`config.mk`:
```
export PLATFORM = sky130hd
export DESIGN_NAME = usbp_root_status
export DESIGN_NICKNAME = d
export VERILOG_FILES = /design/src/rtl/usbp_pkg.sv /design/src/rtl/usbp_evt_qual.sv /design/src/rtl/usbp_port_state.sv /design/src/rtl/usbp_w1c_flags.sv /design/src/rtl/usbp_wake_ctl.sv /design/src/rtl/usbp_root_status.sv
export SDC_FILE = /design/constraint.sdc
export NUM_CORES = 1
export LEC_CHECK = 0
export CAP_MARGIN = 25
export CORE_MARGIN = 1.5
export CORE_UTILIZATION = 45
export DETAILED_ROUTE_END_ITERATION = 10
export GPL_TIMING_DRIVEN = 0
export PLACE_DENSITY_LB_ADDON = 0.15
export SKIP_CTS_REPAIR_TIMING = 1
export SLEW_MARGIN = 15
export SYNTH_ARGS = -nofsm -noshare
export SYNTH_HDL_FRONTEND = slang
export SYNTH_HIERARCHICAL = 1
export SYNTH_SLANG_ARGS = --single-unit
```
`constraint.sdc`:
```
create_clock -name clk -period 2.3 [get_ports clk]
set_clock_uncertainty 0.05 [all_clocks]
set_input_delay 0.46 -clock clk [delete_from_list [all_inputs] [get_ports clk]]
set_output_delay 0.46 -clock clk [all_outputs]
set_load 0.01 [all_outputs]
```
`src/rtl/usbp_pkg.sv`:
```
package usbp_pkg;

   // register addresses
   typedef enum logic [1:0] {
      RA_PORT  = 2'd0,
      RA_STAT  = 2'd1,
      RA_CTRL  = 2'd2,
      RA_SPARE = 2'd3
   } reg_addr_e;

   // PORT register bit positions
   localparam int unsigned PB_CONN  = 0;
   localparam int unsigned PB_EN    = 1;
   localparam int unsigned PB_SUSP  = 2;
   localparam int unsigned PB_FRES  = 3;
   localparam int unsigned PB_OCA   = 4;
   localparam int unsigned PB_CCHG  = 5;
   localparam int unsigned PB_OCCHG = 6;

   // STAT register bit positions
   localparam int unsigned SB_PCD = 0;
   localparam int unsigned SB_PM  = 1;

   // CTRL register bit positions
   localparam int unsigned CB_IRQ_EN  = 0;
   localparam int unsigned CB_WK_CONN = 1;
   localparam int unsigned CB_WK_DISC = 2;
   localparam int unsigned CB_WK_OC   = 3;
   localparam int unsigned CTRL_W     = 4;

   // flag array indices
   localparam int unsigned FI_CCHG  = 0;
   localparam int unsigned FI_OCCHG = 1;
   localparam int unsigned FI_PCD   = 2;
   localparam int unsigned FI_PM    = 3;
   localparam int unsigned FLAG_N   = 4;

   typedef struct packed {
      logic conn;
      logic en;
      logic susp;
      logic fres;
      logic oca;
   } port_st_t;

   typedef struct packed {
      logic disc;
      logic conn;
      logic oc;
      logic resume;
   } evt_t;

   typedef struct packed {
      logic wk_oc;
      logic wk_disc;
      logic wk_conn;
   } wake_en_t;

endpackage

```
`src/rtl/usbp_evt_qual.sv`:
```
module usbp_evt_qual
   import usbp_pkg::*;
(
   input  port_st_t st,
   input  logic     ev_resume,
   input  logic     ev_connect,
   input  logic     ev_disconnect,
   input  logic     ev_overcur,
   output evt_t     acc
);

   logic q_disc, q_conn, q_oc, q_res;

   // qualify each raw pulse against the current port state
   always_comb begin
      q_disc = ev_disconnect & st.conn;
      q_conn = ev_connect    & ~st.conn;
      q_oc   = ev_overcur    & st.conn;
      q_res  = ev_resume     & st.susp;
   end

   // attach is exclusive with the others; the rest follow a fixed priority
   always_comb begin
      acc.disc   = q_disc;
      acc.conn   = q_conn;
      acc.oc     = q_oc & ~q_disc;
      acc.resume = q_res & ~q_disc & ~q_oc;
   end

endmodule

```
`src/rtl/usbp_port_state.sv`:
```
module usbp_port_state
   import usbp_pkg::*;
(
   input  logic       clk,
   input  logic       rst_n,
   input  logic       sw_we,
   input  logic [2:0] sw_bits,   // {fres, susp, en} as written
   input  evt_t       acc,
   output port_st_t   st
);

   port_st_t st_q, st_d;

   always_comb begin
      st_d = st_q;
      // software request first
      if (sw_we) begin
         st_d.en   = sw_bits[0] & st_q.conn;
         st_d.susp = sw_bits[1] & st_d.en;
         st_d.fres = sw_bits[2] & st_q.fres & st_d.susp;
      end
      // accepted line events override software
      if (acc.conn) begin
         st_d.conn = 1'b1;
      end
      if (acc.oc) begin
         st_d.oca  = 1'b1;
         st_d.en   = 1'b0;
         st_d.susp = 1'b0;
         st_d.fres = 1'b0;
      end
      if (acc.resume) begin
         st_d.en   = 1'b1;
         st_d.susp = 1'b1;
         st_d.fres = 1'b1;
      end
      if (acc.disc) begin
         st_d = '0;
      end
   end

   always_ff @(posedge clk or negedge rst_n) begin
      if (!rst_n) st_q <= '0;
      else        st_q <= st_d;
   end

   assign st = st_q;

endmodule

```
`src/rtl/usbp_w1c_flags.sv`:
```
module usbp_w1c_flags #(
   parameter int unsigned N = 4
) (
   input  logic         clk,
   input  logic         rst_n,
   input  logic [N-1:0] set,
   input  logic [N-1:0] clr,
   output logic [N-1:0] q
);

   generate
      if (N < 1) begin : g_bad_n
         $error("usbp_w1c_flags: N must be at least 1");
      end
      for (genvar i = 0; i < N; i++) begin : g_flag
         logic f_q;
         always_ff @(posedge clk or negedge rst_n) begin
            if (!rst_n) f_q <= 1'b0;
            else        f_q <= set[i] | (f_q & ~clr[i]);
         end
         assign q[i] = f_q;
      end
   endgenerate

endmodule

```
`src/rtl/usbp_wake_ctl.sv`:
```
module usbp_wake_ctl
   import usbp_pkg::*;
#(
   parameter int unsigned WAKE_HOLD = 0
) (
   input  logic     clk,
   input  logic     rst_n,
   input  logic     low_power,
   input  evt_t     acc,
   input  wake_en_t wk_en,
   output logic     wake_fire,
   output logic     wake_req,
   output logic     resume_drive
);

   logic wake_q, rdrv_q;

   always_comb begin
      wake_fire = low_power & ((acc.conn & wk_en.wk_conn)
                             | (acc.disc & wk_en.wk_disc)
                             | (acc.oc   & wk_en.wk_oc)
                             |  acc.resume);
   end

   generate
      if (WAKE_HOLD == 0) begin : g_pulse
         always_ff @(posedge clk or negedge rst_n) begin
            if (!rst_n) wake_q <= 1'b0;
            else        wake_q <= wake_fire;
         end
      end else begin : g_hold
         always_ff @(posedge clk or negedge rst_n) begin
            if (!rst_n) wake_q <= 1'b0;
            else        wake_q <= wake_fire | (wake_q & low_power);
         end
      end
   endgenerate

   always_ff @(posedge clk or negedge rst_n) begin
      if (!rst_n) rdrv_q <= 1'b0;
      else        rdrv_q <= acc.resume;
   end

   assign wake_req     = wake_q;
   assign resume_drive = rdrv_q;

endmodule

```
`src/rtl/usbp_root_status.sv`:
```
module usbp_root_status
   import usbp_pkg::*;
#(
   parameter int unsigned ADDR_W    = 2,
   parameter int unsigned DATA_W    = 8,
   parameter int unsigned WAKE_HOLD = 0
) (
   input  logic              clk,
   input  logic              rst_n,
   input  logic              ev_resume,
   input  logic              ev_connect,
   input  logic              ev_disconnect,
   input  logic              ev_overcur,
   input  logic              low_power,
   input  logic              reg_wr,
   input  logic [ADDR_W-1:0] reg_addr,
   input  logic [DATA_W-1:0] reg_wdata,
   output logic [DATA_W-1:0] reg_rdata,
   output logic              irq,
   output logic              wake_req,
   output logic              resume_drive
);

   localparam int unsigned MIN_DATA_W = PB_OCCHG + 1;

   generate
      if (DATA_W < MIN_DATA_W) begin : g_bad_dw
         $error("usbp_root_status: DATA_W too narrow for PORT register");
      end
      if (ADDR_W < 2) begin : g_bad_aw
         $error("usbp_root_status: ADDR_W must be at least 2");
      end
      if (WAKE_HOLD > 1) begin : g_bad_wh
         $error("usbp_root_status: WAKE_HOLD must be 0 or 1");
      end
   endgenerate

   // address decode
   logic we_port, we_stat, we_ctrl;
   always_comb begin
      we_port = reg_wr & (reg_addr == ADDR_W'(RA_PORT));
      we_stat = reg_wr & (reg_addr == ADDR_W'(RA_STAT));
      we_ctrl = reg_wr & (reg_addr == ADDR_W'(RA_CTRL));
   end

   // control register
   logic [CTRL_W-1:0] ctrl_q;
   always_ff @(posedge clk or negedge rst_n) begin
      if (!rst_n)       ctrl_q <= '0;
      else if (we_ctrl) ctrl_q <= reg_wdata[CTRL_W-1:0];
   end

   wake_en_t wk_en;
   always_comb begin
      wk_en.wk_conn = ctrl_q[CB_WK_CONN];
      wk_en.wk_disc = ctrl_q[CB_WK_DISC];
      wk_en.wk_oc   = ctrl_q[CB_WK_OC];
   end

   // port state and event qualification
   port_st_t st_q;
   evt_t     acc;

   usbp_evt_qual u_qual (
      .st            (st_q),
      .ev_resume     (ev_resume),
      .ev_connect    (ev_connect),
      .ev_disconnect (ev_disconnect),
      .ev_overcur    (ev_overcur),
      .acc           (acc)
   );

   logic [2:0] sw_bits;
   assign sw_bits = {reg_wdata[PB_FRES], reg_wdata[PB_SUSP], reg_wdata[PB_EN]};

   usbp_port_state u_state (
      .clk     (clk),
      .rst_n   (rst_n),
      .sw_we   (we_port),
      .sw_bits (sw_bits),
      .acc     (acc),
      .st      (st_q)
   );

   // wake and resume outputs
   logic wake_fire;

   usbp_wake_ctl #(.WAKE_HOLD(WAKE_HOLD)) u_wake (
      .clk          (clk),
      .rst_n        (rst_n),
      .low_power    (low_power),
      .acc          (acc),
      .wk_en        (wk_en),
      .wake_fire    (wake_fire),
      .wake_req     (wake_req),
      .resume_drive (resume_drive)
   );

   // change flags
   logic [FLAG_N-1:0] flg_set, flg_clr, flg_q;
   always_comb begin
      flg_set           = '0;
      flg_set[FI_CCHG]  = acc.conn | acc.disc;
      flg_set[FI_OCCHG] = acc.oc;
      flg_set[FI_PCD]   = acc.conn | acc.disc | acc.oc | acc.resume;
      flg_set[FI_PM]    = wake_fire;
      flg_clr           = '0;
      flg_clr[FI_CCHG]  = we_port & reg_wdata[PB_CCHG];
      flg_clr[FI_OCCHG] = we_port & reg_wdata[PB_OCCHG];
      flg_clr[FI_PCD]   = we_stat & reg_wdata[SB_PCD];
      flg_clr[FI_PM]    = we_stat & reg_wdata[SB_PM];
   end

   usbp_w1c_flags #(.N(FLAG_N)) u_flags (
      .clk   (clk),
      .rst_n (rst_n),
      .set   (flg_set),
      .clr   (flg_clr),
      .q     (flg_q)
   );

   // flat views used by the read mux and the bound checker
   logic p_conn, p_en, p_susp, p_fres, p_oca;
   logic f_cchg, f_occhg, f_pcd, f_pm, irq_en;
   always_comb begin
      p_conn  = st_q.conn;
      p_en    = st_q.en;
      p_susp  = st_q.susp;
      p_fres  = st_q.fres;
      p_oca   = st_q.oca;
      f_cchg  = flg_q[FI_CCHG];
      f_occhg = flg_q[FI_OCCHG];
      f_pcd   = flg_q[FI_PCD];
      f_pm    = flg_q[FI_PM];
      irq_en  = ctrl_q[CB_IRQ_EN];
   end

   assign irq = f_pcd & irq_en;

   // read mux
   always_comb begin
      reg_rdata = '0;
      if (reg_addr == ADDR_W'(RA_PORT)) begin
         reg_rdata[PB_CONN]  = p_conn;
         reg_rdata[PB_EN]    = p_en;
         reg_rdata[PB_SUSP]  = p_susp;
         reg_rdata[PB_FRES]  = p_fres;
         reg_rdata[PB_OCA]   = p_oca;
         reg_rdata[PB_CCHG]  = f_cchg;
         reg_rdata[PB_OCCHG] = f_occhg;
      end else if (reg_addr == ADDR_W'(RA_STAT)) begin
         reg_rdata[SB_PCD] = f_pcd;
         reg_rdata[SB_PM]  = f_pm;
      end else if (reg_addr == ADDR_W'(RA_CTRL)) begin
         reg_rdata[CTRL_W-1:0] = ctrl_q;
      end
   end

   logic unused_wdata;
   assign unused_wdata = ^reg_wdata;

endmodule

```
==> results.sh <==
export IMPL_path_class="reg -> out"
export IMPL_synthToLayoutAreaGrowth_pct=32.40
export IMPL_met2_usage_pct=32.97
export IMPL_setup_ws_ps=185.4
export IMPL_synth_warnings=6
export IMPL_design_area_um2=1181
export IMPL_yosys_register_bits=15
export IMPL_place_area_um2=1154
export IMPL_grt_overflow_total=0
export IMPL_maxCapViolCount=0
export IMPL_viasPerCell=5.141
export IMPL_cts_buffers=3
export IMPL_tightest_slew_ps=662.7
export IMPL_worstSetupStartpointType="register"
export IMPL_drc=0
export IMPL_io_buffers=23
export IMPL_yosysSeqAreaShare_pct=42.08
export IMPL_worst_skew_pair_late_latency_ps=280
export IMPL_root_buffer="clkbuf_4"
export IMPL_path_max_fanout=9
export IMPL_gr_max_usage_layer="met2"
export IMPL_powerDensity_nw_per_um2=740.0
export IMPL_fin_crit_ps=2115
export IMPL_fin_nets=129
export IMPL_routed_wl_mm=1.855
export IMPL_clockBufferDepth=2
export IMPL_final_cells=135
export IMPL_final_cell_mix="clkdlybuf4s50_1 (23), dfrtp_1 (15), nor2_1 (7), buf_4 (7)"
export IMPL_outcome="finished clean"
export IMPL_hp_class="reg -> reg"
export IMPL_die_w_um=47.53
export IMPL_synthCells=83
export IMPL_min_period_over_period_pct=91.94
export IMPL_gr_usage_met1_pct=21.43
export IMPL_p_total_mw=0.8741
export IMPL_dp_cells=131
export IMPL_syn_nets=101
export IMPL_grt_pass1_vias=703
export IMPL_met3_usage_pct=6.415
export IMPL_place_gp_congestion=0.8196
export IMPL_cts_tree="done"
export IMPL_peakVddDrop_uv=457.7
export IMPL_antenna_found_initial=0
export IMPL_setup_tns_ps=0
export IMPL_grt_use_total_pct=19.37
export IMPL_dieHeight_um=47.53
export IMPL_rsz0062_at_grt="false"
export IMPL_via_count=694
export IMPL_synth_area_um2=892.1
export IMPL_finalHoldViolCount=0
export IMPL_htree_levels=1
export IMPL_grt_pass1_wl_mm=2.967
export IMPL_dp_slack_ps=121.4
export IMPL_yosysUniqueCellTypes=31
export IMPL_grt_max_degree=16
export IMPL_endpoint_kind="output port"
export IMPL_cp_arrival_ps=1600
export IMPL_layout_commonest_cell="clkdlybuf4s50_1"
export IMPL_avgSynthCellArea_um2=10.75
export IMPL_setup_viol=0
export IMPL_rows=15
export IMPL_diodes=0
export IMPL_cts_clk_slew_worst_paths_ps=90
export IMPL_dp_hpwl_mm=1.404
export IMPL_max_slew_margin_pct=55.68
export IMPL_slew_viol_final=0
export IMPL_synth_top_area_share_pct=42.08
export IMPL_drt_pass1_iter_count=4
export IMPL_core_um2=1802
export IMPL_p_leak_nw=0.5414
export IMPL_dieArea_um2=2259
export IMPL_cp_required_ps=1790
export IMPL_start_util_pct=49.51
export IMPL_detail_route_antenna_nets=0
export IMPL_cts_sinks=15
export IMPL_synth_area_leader_cell="dfrtp_1"
export IMPL_synth_area_leaders="dfrtp_1 (42%), mux2_4 (6.7%), buf_4 (5.9%)"
export IMPL_drive_gt1_share_pct=22.73
export IMPL_fmax_ghz=0.4729
export IMPL_ioPinCount=29
export IMPL_wl_per_cell_um=13.74
export IMPL_drt_iter0_markers=16
## per-stage QoR
step,hold slack [ps],util (%)
after floorplan,114.4,-
after global placement,409.0,64.03
after detailed placement,424.4,64.03
after CTS,446.1,65.56
after global routing,467.4,65.56
final,442.1,65.56
## worst max-delay path, stage by stage, from the launching register on
cell	delay [ps]
dfrtp_1	520
mux2i_1	110
o2bb2ai_1	140
clkdlybuf4s50_1	550
## sequential cells by signal, summed over array words and instances, names as in the netlist
signal	count
ctrl_q	4
u_flags/g_flag.f_q	4
u_state/st	5
u_wake/resume_drive	1
u_wake/wake_req	1
## final timing paths
check	end	from	slack, ps	depth (start not counted)
max	reg_rdata[0]	u_state/st[4]	190	3
min	u_flags/g_flag[2].f_q	u_flags/g_flag[2].f_q	440	1
max reg2reg	u_flags/g_flag[2].f_q	u_state/st[4]	520	5
min reg2reg	u_flags/g_flag[2].f_q	u_flags/g_flag[2].f_q	440	1
max in group asynchronous	u_wake/wake_req	rst_n	1250	1
min in group asynchronous	ctrl_q[3]	rst_n	530	1
## cell type report
type                    count  area [um^2]
fillers                   154        620.6
multi-input cells          54        422.9
flip-flops and latches     15        375.4
repair buffers             23        230.2
plain buffers               9        75.07
well taps                  25        31.28
clock buffers               3        22.52
inverters                   5        18.77
clock inverters             1        5.005
## per-layer routing
layer	wire (um)	up-vias
li1	-	336
met1	820	325
met2	896	27
met3	97	6
met4	41	0
met5	0	-
## cell usage after synthesis, drive strengths merged
master and instances:
o21ai 1, nand2b 3, a22oi 1, nor2 7, or3 1, o2bb2ai 2
a21boi 1, or2 1, and2b 2, a311oi 2, and2 6, nand4 2
and4b 2, nor2b 2, a21oi 1, inv 5, and3 3, nand3 1
a21o 4, and3b 1, mux2 4, nand3b 1, buf 9, dfrtp 15
mux2i 4, a221oi 1, conb 1
## power by group
group	internal, mW	switching [mW]
registers	0.332	0.0597
logic	0.208	0.128
clock network	0.0646	0.0817
## kinds of logic (layout without fill, tap and decap cells)
family	count (synthesis)	in the layout	share of synthesized area [%]
other cells	1	1	0.4204
buf+inv	14	41	10.52
compound gates	13	13	11.78
simple gates	32	32	23.98
flops	15	15	42.08
mux	8	8	11.22
Power figures use the tool's default switching activity.
